==> config.mk <==
export PLATFORM = sky130hd
export DESIGN_NAME = bcd_rtc_core
export DESIGN_NICKNAME = d
export VERILOG_FILES = /design/src/rtl/rtc_pkg.sv /design/src/rtl/rtc_prescaler.sv /design/src/rtl/rtc_calendar.sv /design/src/rtl/rtc_ctrl.sv /design/src/rtl/bcd_rtc_core.sv
export SDC_FILE = /design/constraint.sdc
export NUM_CORES = 1
export LEC_CHECK = 0
export ABC_AREA = 1
export BUFFER_PORTS_ARGS = -buffer_cell sky130_fd_sc_hd__clkbuf_2
export CORE_AREA = 5 5 112 114
export CTS_BUF_LIST = sky130_fd_sc_hd__clkbuf_8
export DETAILED_ROUTE_END_ITERATION = 12
export DIE_AREA = 0 0 117 119
export PLACE_DENSITY = 0.67
export SLEW_MARGIN = 20
export SYNTH_ARGS = -nofsm -noshare
export SYNTH_HDL_FRONTEND = slang
export SYNTH_SLANG_ARGS = --single-unit
==> constraint.sdc <==
create_clock -name clk_i -period 2.1 [get_ports clk_i]
set_input_delay 0.21 -clock clk_i [delete_from_list [all_inputs] [get_ports clk_i]]
set_output_delay 0.21 -clock clk_i [all_outputs]
set_load 0.01 [all_outputs]
==> src/rtl/rtc_pkg.sv <==
package rtc_pkg;
  localparam logic [2:0] FLD_SEC  = 3'd1;
  localparam logic [2:0] FLD_MIN  = 3'd2;
  localparam logic [2:0] FLD_HR   = 3'd3;
  localparam logic [2:0] FLD_WDAY = 3'd4;
  localparam logic [2:0] FLD_DAY  = 3'd5;
  localparam logic [2:0] FLD_MON  = 3'd6;
  localparam logic [2:0] FLD_YEAR = 3'd7;

  // two-digit BCD increment, 99 wraps to 00
  function automatic logic [7:0] bcd_inc(input logic [7:0] v);
    if (v[3:0] == 4'd9) return (v[7:4] == 4'd9) ? 8'h00 : {v[7:4] + 4'd1, 4'd0};
    return {v[7:4], v[3:0] + 4'd1};
  endfunction

  // BCD value divisible by 4: even tens -> units 0/4/8, odd tens -> units 2/6
  function automatic logic bcd_leap(input logic [7:0] y);
    if (y[4]) return (y[3:0] == 4'd2) || (y[3:0] == 4'd6);
    return (y[3:0] == 4'd0) || (y[3:0] == 4'd4) || (y[3:0] == 4'd8);
  endfunction

  function automatic logic [7:0] month_last(input logic [7:0] m, input logic leap);
    case (m)
      8'h02:                      return leap ? 8'h29 : 8'h28;
      8'h04, 8'h06, 8'h09, 8'h11: return 8'h30;
      default:                    return 8'h31;
    endcase
  endfunction
endpackage

==> src/rtl/rtc_prescaler.sv <==
module rtc_prescaler #(
  parameter int PRESCALE   = 4,
  parameter int FRAC_STEPS = 64,
  localparam int PRE_W  = (PRESCALE > 1) ? $clog2(PRESCALE) : 1,
  localparam int FRAC_W = $clog2(FRAC_STEPS)
) (
  input  logic              clk_i,
  input  logic              rst_ni,
  input  logic              run_i,
  input  logic              clr_i,
  input  logic              tick_i,
  output logic [FRAC_W-1:0] frac_o,
  output logic              sec_step_o
);
  logic [PRE_W-1:0]  pre_q;
  logic [FRAC_W-1:0] frac_q;
  logic adv, pre_last, frac_last;

  assign adv       = run_i && tick_i && !clr_i;
  assign pre_last  = pre_q == PRE_W'(PRESCALE - 1);
  assign frac_last = frac_q == FRAC_W'(FRAC_STEPS - 1);

  always_ff @(posedge clk_i or negedge rst_ni) begin
    if (!rst_ni) begin
      pre_q  <= '0;
      frac_q <= '0;
    end else if (clr_i) begin
      pre_q  <= '0;
      frac_q <= '0;
    end else if (adv) begin
      if (pre_last) begin
        pre_q  <= '0;
        frac_q <= frac_last ? '0 : frac_q + 1'b1;
      end else begin
        pre_q <= pre_q + 1'b1;
      end
    end
  end

  assign frac_o     = frac_q;
  assign sec_step_o = adv && pre_last && frac_last;

  a_r3_hold_when_stopped: assert property (@(posedge clk_i) disable iff (!rst_ni)
    (!run_i && !clr_i) |=> $stable(frac_o));
  a_r3_clear_holds_zero: assert property (@(posedge clk_i) disable iff (!rst_ni)
    clr_i |=> (frac_o == '0));
endmodule

==> src/rtl/rtc_calendar.sv <==
module rtc_calendar
  import rtc_pkg::*;
(
  input  logic        clk_i,
  input  logic        rst_ni,
  input  logic        step_i,
  input  logic        wr_i,
  input  logic [2:0]  wr_field_i,
  input  logic [15:0] wdata_i,
  output logic [7:0]  sec_o,
  output logic [7:0]  min_o,
  output logic [7:0]  hr_o,
  output logic [7:0]  wday_o,
  output logic [7:0]  day_o,
  output logic [7:0]  mon_o,
  output logic [15:0] year_o
);
  logic [7:0]  sec_q, min_q, hr_q, wday_q, day_q, mon_q;
  logic [15:0] year_q;
  logic c_min, c_hr, c_day, c_mon, c_yr;
  logic [7:0] day_last;

  assign day_last = month_last(mon_q, bcd_leap(year_q[7:0]));
  assign c_min = step_i && (sec_q == 8'h59);
  assign c_hr  = c_min && (min_q == 8'h59);
  assign c_day = c_hr && (hr_q == 8'h23);
  assign c_mon = c_day && (day_q == day_last);
  assign c_yr  = c_mon && (mon_q == 8'h12);

  function automatic logic hit(input logic [2:0] f);
    return wr_i && (wr_field_i == f);
  endfunction

  always_ff @(posedge clk_i or negedge rst_ni) begin
    if (!rst_ni) begin
      sec_q  <= 8'h00;
      min_q  <= 8'h00;
      hr_q   <= 8'h00;
      wday_q <= 8'h00;
      day_q  <= 8'h01;
      mon_q  <= 8'h01;
      year_q <= 16'h2000;
    end else begin
      if (hit(FLD_SEC))       sec_q <= wdata_i[7:0];
      else if (step_i)        sec_q <= (sec_q == 8'h59) ? 8'h00 : bcd_inc(sec_q);
      if (hit(FLD_MIN))       min_q <= wdata_i[7:0];
      else if (c_min)         min_q <= (min_q == 8'h59) ? 8'h00 : bcd_inc(min_q);
      if (hit(FLD_HR))        hr_q <= wdata_i[7:0];
      else if (c_hr)          hr_q <= (hr_q == 8'h23) ? 8'h00 : bcd_inc(hr_q);
      if (hit(FLD_WDAY))      wday_q <= wdata_i[7:0];
      else if (c_day)         wday_q <= (wday_q == 8'h06) ? 8'h00 : bcd_inc(wday_q);
      if (hit(FLD_DAY))       day_q <= wdata_i[7:0];
      else if (c_day)         day_q <= (day_q == day_last) ? 8'h01 : bcd_inc(day_q);
      if (hit(FLD_MON))       mon_q <= wdata_i[7:0];
      else if (c_mon)         mon_q <= (mon_q == 8'h12) ? 8'h01 : bcd_inc(mon_q);
      if (hit(FLD_YEAR))      year_q <= wdata_i;
      else if (c_yr) begin
        if (year_q[7:0] == 8'h99) year_q <= {bcd_inc(year_q[15:8]), 8'h00};
        else                      year_q <= {year_q[15:8], bcd_inc(year_q[7:0])};
      end
    end
  end

  assign sec_o  = sec_q;
  assign min_o  = min_q;
  assign hr_o   = hr_q;
  assign wday_o = wday_q;
  assign day_o  = day_q;
  assign mon_o  = mon_q;
  assign year_o = year_q;

  a_r5_sec_wrap: assert property (@(posedge clk_i) disable iff (!rst_ni)
    (step_i && !wr_i && sec_q == 8'h59) |=> (sec_q == 8'h00));
  a_r6_wday_wrap: assert property (@(posedge clk_i) disable iff (!rst_ni)
    (step_i && !wr_i && sec_q == 8'h59 && min_q == 8'h59 && hr_q == 8'h23 && wday_q == 8'h06)
    |=> (wday_q == 8'h00));
  a_r8_new_year: assert property (@(posedge clk_i) disable iff (!rst_ni)
    (step_i && !wr_i && sec_q == 8'h59 && min_q == 8'h59 && hr_q == 8'h23 &&
     day_q == 8'h31 && mon_q == 8'h12) |=> (mon_q == 8'h01 && day_q == 8'h01));
endmodule

==> src/rtl/rtc_ctrl.sv <==
module rtc_ctrl (
  input  logic       clk_i,
  input  logic       rst_ni,
  input  logic       wr_a_i,
  input  logic       wr_b_i,
  input  logic [7:0] wdata_i,
  input  logic       set_cf_i,
  output logic [7:0] ctl_a_o,
  output logic [7:0] ctl_b_o,
  output logic       run_o,
  output logic       clr_o,
  output logic       irq_o
);
  logic cf_q, cie_q, en_q, clr_q, start_q;

  always_ff @(posedge clk_i or negedge rst_ni) begin
    if (!rst_ni) begin
      cf_q    <= 1'b0;
      cie_q   <= 1'b0;
      en_q    <= 1'b0;
      clr_q   <= 1'b0;
      start_q <= 1'b0;
    end else begin
      if (set_cf_i)                   cf_q <= 1'b1;
      else if (wr_a_i && !wdata_i[7]) cf_q <= 1'b0;
      if (wr_a_i) cie_q <= wdata_i[4];
      if (wr_b_i) begin
        en_q    <= wdata_i[3];
        clr_q   <= wdata_i[1];
        start_q <= wdata_i[0];
      end
    end
  end

  assign ctl_a_o = {cf_q, 2'b00, cie_q, 4'b0000};
  assign ctl_b_o = {4'b0000, en_q, 1'b0, clr_q, start_q};
  assign run_o   = start_q && !clr_q;
  assign clr_o   = clr_q;
  assign irq_o   = cf_q && cie_q;

  a_r9_set_flag: assert property (@(posedge clk_i) disable iff (!rst_ni)
    set_cf_i |=> cf_q);
  a_r9_write_one_keeps: assert property (@(posedge clk_i) disable iff (!rst_ni)
    (wr_a_i && wdata_i[7] && !set_cf_i) |=> (cf_q == $past(cf_q)));
endmodule

==> src/rtl/bcd_rtc_core.sv <==
module bcd_rtc_core
  import rtc_pkg::*;
#(
  parameter int PRESCALE   = 4,
  parameter int FRAC_STEPS = 64
) (
  input  logic        clk_i,
  input  logic        rst_ni,
  input  logic        tick_i,
  input  logic [3:0]  reg_addr_i,
  input  logic        reg_wr_i,
  input  logic [15:0] reg_wdata_i,
  output logic [15:0] reg_rdata_o,
  output logic        carry_irq_o
);
  localparam int FRAC_W = $clog2(FRAC_STEPS);
  localparam logic [3:0] SLOT_CTL_A = 4'd14;
  localparam logic [3:0] SLOT_CTL_B = 4'd15;

  logic [FRAC_W-1:0] frac;
  logic sec_step, run, clr;
  logic [7:0] sec, min, hr, wday, day, mon, ctl_a, ctl_b;
  logic [15:0] year;
  logic cal_wr;

  assign cal_wr = reg_wr_i && !reg_addr_i[3] && (reg_addr_i[2:0] != 3'd0);

  rtc_prescaler #(.PRESCALE(PRESCALE), .FRAC_STEPS(FRAC_STEPS)) u_pre (
    .clk_i, .rst_ni, .run_i(run), .clr_i(clr), .tick_i,
    .frac_o(frac), .sec_step_o(sec_step)
  );

  rtc_calendar u_cal (
    .clk_i, .rst_ni, .step_i(sec_step), .wr_i(cal_wr),
    .wr_field_i(reg_addr_i[2:0]), .wdata_i(reg_wdata_i),
    .sec_o(sec), .min_o(min), .hr_o(hr), .wday_o(wday),
    .day_o(day), .mon_o(mon), .year_o(year)
  );

  rtc_ctrl u_ctl (
    .clk_i, .rst_ni,
    .wr_a_i(reg_wr_i && reg_addr_i == SLOT_CTL_A),
    .wr_b_i(reg_wr_i && reg_addr_i == SLOT_CTL_B),
    .wdata_i(reg_wdata_i[7:0]), .set_cf_i(sec_step),
    .ctl_a_o(ctl_a), .ctl_b_o(ctl_b), .run_o(run), .clr_o(clr), .irq_o(carry_irq_o)
  );

  always_comb begin
    case (reg_addr_i)
      4'd0:       reg_rdata_o = {{(16-FRAC_W){1'b0}}, frac};
      4'd1:       reg_rdata_o = {8'h00, sec};
      4'd2:       reg_rdata_o = {8'h00, min};
      4'd3:       reg_rdata_o = {8'h00, hr};
      4'd4:       reg_rdata_o = {8'h00, wday};
      4'd5:       reg_rdata_o = {8'h00, day};
      4'd6:       reg_rdata_o = {8'h00, mon};
      4'd7:       reg_rdata_o = year;
      SLOT_CTL_A: reg_rdata_o = {8'h00, ctl_a};
      SLOT_CTL_B: reg_rdata_o = {8'h00, ctl_b};
      default:    reg_rdata_o = 16'h0000;
    endcase
  end

  a_r10_irq_needs_flag: assert property (@(posedge clk_i) disable iff (!rst_ni)
    (reg_wr_i && reg_addr_i == SLOT_CTL_A && !reg_wdata_i[7] && !sec_step) |=> !carry_irq_o);
endmodule

# --- Yosys cells after proc, flatten, opt, wreduce, memory -nomap -nowiden ---
# Index checks and enable logic that the tools add are counted.
classes:
  n_mux: 86
  n_reduce_logical: 62
  add_sub_neg: 18
  eq_ne: 50
op_table:
  columns: ["cell", "n"]
  rows:
  - ["2-to-1 mux 8 bit", 42]
  - ["case mux 16 bit (10 select lines)", 1]
  - ["== test 4 bit, second input constant", 19]
  - ["adder 4 x 1 -> 4 bit, second input constant", 16]
  - ["2-to-1 mux 16 bit", 3]
  - ["2-to-1 mux 1 bit", 32]
  - ["== test 4 x 3 -> 1 bit, second input constant", 6]
  - ["== test 8 x 3 -> 1 bit, second input constant", 3]
  - ["2-to-1 mux 6 bit", 4]
  - ["nonzero test 2 bit", 12]
  - ["nonzero test 3 bit", 8]
  - ["logical AND 1 bit", 23]
  - ["AND reduction 2 bit", 9]
  - ["== test 8 x 5 -> 1 bit, second input constant", 2]
  - ["== test 8 x 7 -> 1 bit, second input constant", 2]
  - ["case mux 8 bit (2 select lines)", 1]
  - ["== test 3 bit, second input constant", 4]
  - ["== test 4 x 2 -> 1 bit, second input constant", 3]
  - ["== test 8 x 2 -> 1 bit, second input constant", 1]
  - ["== test 8 x 4 -> 1 bit, second input constant", 1]
  - ["== test 8 x 6 -> 1 bit, second input constant", 1]
  - ["== test 8 bit", 1]
  - ["== test 8 bit, second input constant", 1]
  - ["zero test 4 bit", 2]
  - ["other kinds (12)", 19]
totals:
  regBits: 77
  in_bits: 24
  elab_cells: 239
  out_inout_bits: 17

# --- Longest topological paths before layout ---
# Gate-level depths: netlist of run 1.
depth:
  ltp_word: 17
  ltp_mapped: 14

# --- Modules after synthesis ---
# A second synthesis of run 1 with hierarchy kept.
unflattened:
  hier_cells: 908
  area_unflattened_um2: 6073.3
by_module_without_submodules:
  columns: ["mod", "instances", "area_per_inst_um2", "cells_per_inst", "seq_area_each_um2"]
  rows:
  - ["rtc_calendar", 1, 4416.7, 611, 1605.3]
  - ["bcd_rtc_core", 1, 873.3, 193, 0.0]
  - ["rtc_prescaler", 1, 454.2, 62, 200.2]
  - ["rtc_ctrl", 1, 329.1, 42, 125.1]

# --- Worst setup path before layout of run 1 ---
# OpenSTA, ideal clock, no wires.
synth_timing:
  kind: "reg2reg"
  from: "register u_pre.frac_q[1], in the netlist u_pre.frac_o[1]"
  to: "register u_cal.mon_q[4], in the netlist u_cal.mon_o[4]"
  setup_time_ns: 0.117
  stages_incl_launch_ff: 13
  setup_slack_ns: 0.326
  arrival_time_ns: 1.657
  synth_period_minus_slack_ns: 1.774
  t_required_ns: 1.983
  path_cell_list: "dfrtp_1 > ha_1 > nand2_2 > nor2_4 > nand2_2 > nor2_4 > nand2_4 > nor2_8 > nand3_4 > o21ai_2 > nand2_1 > nand2_1 > nand2_1"
synth_between:
  elab_chain_len: 8
synth_lines:
  columns: ["element", "line_no", "text"]
  rows:
  - ["from (decl)", "rtc_prescaler.sv:16", "logic [FRAC_W-1:0] frac_q;"]
  - ["from (signal assigned)", "rtc_prescaler.sv:33", "frac_q <= frac_last ? '0 : frac_q + 1'b1;"]
  - ["== test 6 bit", "rtc_prescaler.sv:21", "assign frac_last = frac_q == FRAC_W'(FRAC_STEPS - 1);"]
  - ["logical AND 1 bit", "rtc_prescaler.sv:41", "assign sec_step_o = adv && pre_last && frac_last;"]
  - ["logical AND 1 bit", "rtc_calendar.sv:24", "assign c_min = step_i && (sec_q == 8'h59);"]
  - ["logical AND 1 bit", "rtc_calendar.sv:25", "assign c_hr = c_min && (min_q == 8'h59);"]
  - ["logical AND 1 bit", "rtc_calendar.sv:26", "assign c_day = c_hr && (hr_q == 8'h23);"]
  - ["logical AND 1 bit", "rtc_calendar.sv:27", "assign c_mon = c_day && (day_q == day_last);"]
  - ["nonzero test 2 bit (no source line)", null, null]
  - ["AND reduction 2 bit (no source line)", null, null]
  - ["to (signal assigned)", "rtc_calendar.sv:54", "if (hit(FLD_MON)) mon_q <= wdata_i[7:0];"]
  - ["to (signal assigned)", "rtc_calendar.sv:55", "else if (c_mon) mon_q <= (mon_q == 8'h12) ? 8'h01 : bcd_inc(mon_q);"]
  - ["to (decl)", "rtc_calendar.sv:18", "logic [7:0] sec_q, min_q, hr_q, wday_q, day_q, mon_q;"]
# No other way between the ends.
# A chain may end at the register's enable or synchronous reset.

# --- Worst setup path after layout of run 1 ---
layout_timing:
  from: "register u_pre.frac_q[0], in the netlist u_pre.frac_o[0]"
  to: "register u_cal.mon_q[2], in the netlist u_cal.mon_o[2]"
layout_between:
  elab_chain_len: 7
layout_lines:
  columns: ["element", "line_no"]
  rows:
  - ["== test 6 bit", "rtc_prescaler.sv:21"]
  - ["logical AND 1 bit", "rtc_prescaler.sv:41"]
  - ["logical AND 1 bit", "rtc_calendar.sv:24"]
  - ["logical AND 1 bit", "rtc_calendar.sv:25"]
  - ["logical AND 1 bit", "rtc_calendar.sv:26"]
  - ["logical AND 1 bit", "rtc_calendar.sv:27"]
  - ["nonzero test 2 bit (no source line)", null]
# No other way between the ends.

==> flow_summary.json, run 1 <==
{
  "core_area_sq_mm": 0.01132,
  "fin_nets": 915,
  "final_design_area_no_fill_sq_mm": 0.006663,
  "holdCritPathClass": "in2reg",
  "fmax_mhz": 484.1,
  "pin_count": 41,
  "numCtsBuffers": 9,
  "dpl_worst_slack_ns": -0.1093,
  "final.setup_skew_ns": 0.01123,
  "grt_first_pass_wirelength_mm": 27.56,
  "routed_wirelength_mm": 17.33,
  "worst_slew_margin_rel_pct": 60.58,
  "grt_start_max_net_pins": 42,
  "syn-instance-count": 768,
  "post-route-drc-count": 0,
  "syn_nets": 820,
  "die_area_sq_mm": 0.01392,
  "post-route-util_pct": 58.85,
  "cap_violations": 0,
  "syn_area_sq_mm": 0.005545,
  "hold_path_startpoint": "reg_wdata_i[2]",
  "grt_pass1_vias": 5509,
  "number_of_pins_with_negative_max_slew_slack_in_the_final_report": 0,
  "outcome": "complete, no violations",
  "power.leakage_uw": 0.003322,
  "synth-edff-count": 0,
  "drt-pass1-iter-count": 5,
  "routabilityCongestion": 1.019,
  "clockRootBuffer": "clkbuf_8",
  "detail-route-antenna-nets": 0,
  "synth_ff_type": "dfrtp_1",
  "critical_path.reg2reg.startpoint": "u_pre.frac_o[0]",
  "power_density_mw_per_mm2": 750.6,
  "area_delta_synth_final_pct": 20.15,
  "synth_top_area_cell": "dfrtp_1",
  "endpoints_failing_setup": 0,
  "gr-total-overflow": 0,
  "timing.critical_path.required_ns": 2.39,
  "post_synth.cell_area_avg_sq_um": 7.220,
  "antenna_found_initial": 0,
  "min_path_cells": 3,
  "n_fill_cell": 1051,
  "min_period_over_period_pct": 98.37,
  "end_kind": "flop",
  "synth_sequential_area_ratio_pct": 34.81,
  "setup_repair_after_global_routing_missed_its_margin": "true",
  "start_kind": "flop",
  "vdd_drop_max_uv": 512.1,
  "worst_slew_pin_slew_ns": 0.5868,
  "post_synth_num_cell_types": 47,
  "initial_core_util_pct": 48.98,
  "setup.worst_path.class": "reg2reg",
  "routed-via-count": 5851,
  "layout_commonest_cell": "nand2_1",
  "number_of_standard_cell_rows_in_the_floorplan": 39,
  "grt.total_usage_pct": 25.06,
  "report.final.hold_viol_count": 0,
  "detailedPlacementHpwl_mm": 13.10,
  "cts.path.max_buffers": 2,
  "ys_async_sr_fraction_pct": 100.0,
  "die_x_microns": 117,
  "post_synthesis_sequential_element_count": 77,
  "timing.reg2reg.setup_slack_ns": 0.03,
  "die_height_microns": 119,
  "hold_end": "u_cal.day_o[2]",
  "layout-drive-gt1-share_pct": 18.55,
  "r2r-end": "u_cal.mon_o[2]",
  "postLayoutSetupSlackWorst_ns": 0.03430,
  "insertion_delay_ns": 0.37,
  "cp_max_fo": 6,
  "drtIter0Drc": 504,
  "finalCriticalPeriod_ns": 2.066,
  "routed_via_density": 5.787,
  "critical_path_at_ns": 2.35,
  "clock_tree_from_tritoncts": "yes",
  "htree_levels": 3,
  "synth_top_area_share_pct": 33.39,
  "netlist_top_cells_area": "dfrtp_1, nand2_1, inv_1",
  "antennaDiodeCount": 0,
  "timing.reg2reg.worst_path_depth": 13,
  "ys_warn_count": 0,
  "clk_pin_slew_ns": 0.09,
  "layout_common_cells": "nand2_1, inv_1, nand3_1, dfrtp_1, o21ai_0",
  "detailed_place.area_sq_mm": 0.006183,
  "drt-wirelength-per-cell_microns": 17.14,
  "place.port_buffers": 40,
  "tritoncts_sink_count": 77
}
==> logic make-up (layout without fill, tap and decap cells) <==
logic type,count (synthesis),after routing,synth area share (%)
buffers and inverters,131,231,9.206
adder cells (fa/ha/maj),28,28,6.318
AND/OR/NAND/NOR,346,346,27.91
flip-flops,77,77,34.82
AO/OA/AOI/OAI,160,160,17.64
XOR/XNOR,26,26,4.107
==> how the worst max path moves through the flow <==
stage	start	to	slack, ns	depth (start not counted)
final	u_pre.frac_o[0]	u_cal.mon_o[2]	0.03	13
after floorplan	u_pre.frac_o[1]	u_cal.mon_o[4]	0.33	12
after global placement	u_pre.frac_o[0]	u_cal.mon_o[7]	0.06	13
after CTS	u_cal.mon_o[5]	u_cal.mon_o[1]	0.02	12
after detailed placement	u_cal.mon_o[5]	u_cal.year_o[12]	-0.11	12
after global routing	u_pre.frac_o[0]	u_cal.mon_o[7]	-0.08	13
==> state kept, by name, indices dropped and copies added (netlist names) <==
register,flops
u_cal.hr_o,8
u_cal.day_o,8
u_cal.min_o,8
u_ctl.start_q,1
u_cal.wday_o,8
u_cal.mon_o,8
u_ctl.cf_q,1
u_cal.year_o,16
u_pre.pre_q,2
u_ctl.en_q,1
u_pre.frac_o,6
u_ctl.clr_o,1
u_ctl.cie_q,1
u_cal.sec_o,8
==> synth_stat cells (all sizes together) (4+ instances only) <==
library cell	count
nand2	186
xnor2	5
buf	6
o2111ai	6
o22ai	36
o221ai	9
inv	120
clkbuf	4
xor2	21
nand4	8
a221oi	9
ha	28
nor2	61
nand3	77
a21oi	12
o21ai	75
dfrtp	74
nor3	9
==> worst max-delay path: stages (launching register included) <==
cell and delay [ns]:
dfrtp_1 0.41, ha_4 0.17, nand2_4 0.06, nor2_4 0.14
nand2_4 0.07, nor2_4 0.12, buf_6 0.12, nand2_4 0.06
nor2_8 0.12, nand3_4 0.15, o21ai_4 0.29, buf_6 0.16
nand2_2 0.04, o21ai_1 0.08
==> timing repair <==
action                                  CTS  global route
hold buffers                              1             0
resized for setup                         3            33
endpoints found under the setup margin   26            44
setup buffers                             1            11
cloned                                    0             1
pin swaps                                 1            11
hold endpoints to repair                 37             0
==> layer usage <==
metal | global-route usage, % | vias up | part of all wire, %
met3 | 5.020 | 64 | 7.6
met4 | 11.54 | 0 | 4.9
met5 | 0 | - | 0
met1 | 31.74 | 2742 | 40
met2 | 40.83 | 275 | 48
li1 | - | 2770 | -
==> power by group <==
part           internal (uW)  switching (uW)  total (uW)
Combinational            588             922        1510
Clock                    812             583        1400
Sequential              1770             328        2100
Total                   3170            1830        5000
==> per-stage QoR <==
stage / total power [uW] / TNS (ns) / std cells / hold slack (ns)
3_3_place_gp: 3494 / 0 / 981 / 0.2412
2_1_floorplan: 3006 / 0 / 768 / -0.08559
4_1_cts: 4943 / 0 / 999 / 0.1006
6_report: 5001 / 0 / 1011 / 0.1090
3_5_place_dp: 3547 / -1.807 / 981 / 0.2432
5_1_grt: 5324 / -0.7531 / 1011 / 0.1385
==> cell type report <==
| cell class | instances | area, sq um | area share [%] |
|---|---|---|---|
| clock buffer | 10 | 137.6 | 2.066 |
| clock inverter | 6 | 102.6 | 1.540 |
| inverter | 121 | 454.2 | 6.817 |
| multi-input combinational | 560 | 3221 | 48.34 |
| sequential | 77 | 1931 | 28.98 |
| tap | 143 | 178.9 | 2.685 |
| timing repair buffer | 94 | 638.1 | 9.577 |
Power figures use the tool's default switching activity.
==> run 2: changes to the inputs <==
CORE_AREA = 2 2 109 111   (was 5 5 112 114)
DIE_AREA = 0 0 111 113   (was 0 0 117 119)
==> run 2 against run 1 <==
Against the previous run: sequential power about the same; combinational power about the same; flip-flop and latch count did not move; core utilization fell by 0.20 points; clock power down 14%; setup slack got worse by 0.029 ns; count of clock-buffer cells in the layout up 1; via count down 0.99%; critical path type unchanged; critical endpoint is now u_cal.mon_o[0]; highest routed layer unchanged.
==> flow_summary.json, run 2 (synthesized netlist as in run 1, its figures left out) <==
{
  "outcome": "complete, no violations",
  "layout_common_cells": "nand2_1, inv_1, nand3_1, dfrtp_1, o21ai_0",
  "place.port_buffers": 40,
  "worst_slew_pin_slew_ns": 0.5582,
  "area_delta_synth_final_pct": 19.22,
  "cap_violations": 0,
  "routed-via-count": 5793,
  "cts.path.max_buffers": 2,
  "die_area_sq_mm": 0.01254,
  "place_inst": 981,
  "insertion_delay_ns": 0.39,
  "detailedPlacementHpwl_mm": 12.99,
  "layout_commonest_cell": "nand2_1",
  "critPathMaxStageDelay_ns": 0.36,
  "cp_cell_sequence": "ha_2, nand2_4, nor2_4, nand2_4, nor2_4, buf_6, nand2_4, nor2_8, nand3_4, o21ai_4, buf_4, nand2_1, o21ai_0",
  "n_fill_cell": 1020,
  "die_x_microns": 111,
  "timing.critical_path.required_ns": 2.41,
  "numCtsBuffers": 9,
  "drtIter0Drc": 540,
  "timing.critical_path.max_delay_family": "simple AND/OR/NAND/NOR gates",
  "pin_count": 41,
  "grt_start_max_net_pins": 55,
  "cp_max_fo": 6,
  "detail-route-antenna-nets": 0,
  "post_route_non_filler_standard_cell_count": 1009,
  "largest_register_ff_count": 16,
  "critPathMostFrequentCell": "nand2_4",
  "setup_repair_after_global_routing_missed_its_margin": "true",
  "grt_pass1_vias": 5465,
  "end_kind": "flop",
  "holdCritPathClass": "in2reg",
  "clockRootBuffer": "clkbuf_8",
  "drt-pass1-iter-count": 6,
  "worst_slew_margin_rel_pct": 62.50,
  "start_kind": "flop",
  "core_area_sq_mm": 0.01127,
  "routed_wirelength_mm": 17.40,
  "antenna_found_initial": 0,
  "final.setup_skew_ns": 0.01173,
  "timing.critical_path.buf_inv": 2,
  "power.leakage_uw": 0.003289,
  "fin_setup_tns_ns": 0,
  "critical_path_at_ns": 2.40,
  "number_of_standard_cell_rows_in_the_floorplan": 39,
  "drt-wirelength-per-cell_microns": 17.24,
  "die_height_microns": 113,
  "power_density_mw_per_mm2": 729.9,
  "initial_core_util_pct": 49.20,
  "fmax_mhz": 477.5,
  "grt.total_usage_pct": 27.91,
  "tritoncts_sink_count": 77,
  "min_period_over_period_pct": 99.73,
  "report.final.hold_viol_count": 0,
  "vdd_drop_max_uv": 472.3,
  "layout-drive-gt1-share_pct": 18.36,
  "gr-total-overflow": 0,
  "routabilityCongestion": 0.9489,
  "antennaDiodeCount": 0,
  "dpl_worst_slack_ns": -0.02793,
  "critical_path.slowest_cell": "dfrtp_1",
  "post-route-drc-count": 0,
  "routed_via_density": 5.741,
  "setup.worst_path.class": "reg2reg",
  "number_of_pins_with_negative_max_slew_slack_in_the_final_report": 0,
  "htree_levels": 3,
  "clock_tree_from_tritoncts": "yes",
  "finalCriticalPeriod_ns": 2.094,
  "timing.reg2reg.setup_slack_ns": 0.006,
  "grt_first_pass_wirelength_mm": 27.40,
  "clk_pin_slew_ns": 0.08,
  "postLayoutSetupSlackWorst_ns": 0.005574,
  "fin_nets": 913,
  "endpoints_failing_setup": 0
}
-- run 2: stage by stage --
stage          utilization, %  hold slack, ns  power [uW]  area, sq um
4_1_cts                 56.83         0.08717        4773         6406
5_1_grt                 58.65          0.1211        5119         6611
3_5_place_dp            54.86          0.1434        3554         6183
6_report                58.65         0.09059        4826         6611
2_1_floorplan               -        -0.08559        3006         5545
3_3_place_gp            54.86          0.1373        3505         6183
-- run 2: area by class of cell --
type	count	area, sq um	area share [%]
Tap cell	143	178.9	2.706
Sequential cell	77	1931	29.20
Multi-Input combinational cell	560	3214	48.62
Inverter	121	454.2	6.870
Timing Repair Buffer	92	623.1	9.425
Clock inverter	5	58.81	0.8895
Clock buffer	11	151.4	2.290
-- run 2: where the power goes --
group          internal (uW)  total, uW  switching [uW]
Clock                    613       1210             600
Combinational            583       1510             927
Sequential              1770       2100             335
-- run 2: repair_timing --
| action | in CTS | in global routing |
|---|---|---|
| hold buffers | 1 | 0 |
| resized for setup | 1 | 38 |
| cloned | 0 | 1 |
| endpoints found under the hold margin | 23 | 0 |
| setup buffers | 0 | 10 |
| pin swaps | 0 | 17 |
| endpoints found under the setup margin | 15 | 43 |
-- run 2: layer usage --
layer / vias to the layer above / track usage [%] / wire [microns]
met3: 62 / 6.052 / 1430
met4: 0 / 15.92 / 795
li1: 2771 / - / -
met1: 2673 / 34.20 / 7062
met2: 287 / 45.89 / 8109
met5: - / 0 / 0
-- run 2: worst paths after layout --
check | from | to | cells after the start
max | u_pre.frac_o[1] | u_cal.mon_o[0] | 13
min | reg_wdata_i[2] | u_cal.day_o[2] | 3
max reg2reg | u_pre.frac_o[1] | u_cal.mon_o[0] | 13
min reg2reg | u_cal.year_o[13] | u_cal.year_o[13] | 2
max in group asynchronous | rst_ni | u_cal.mon_o[0] | 3
min in group asynchronous | rst_ni | u_cal.year_o[11] | 2
-- run 2: worst reg2reg max path, stage by stage (launching register included) --
cell and delay [ns]:
dfrtp_1 0.36, ha_2 0.22, nand2_4 0.07, nor2_4 0.14, nand2_4 0.07, nor2_4 0.13
buf_6 0.13, nand2_4 0.06, nor2_8 0.12, nand3_4 0.18, o21ai_4 0.23, buf_4 0.17
nand2_1 0.05, o21ai_0 0.07
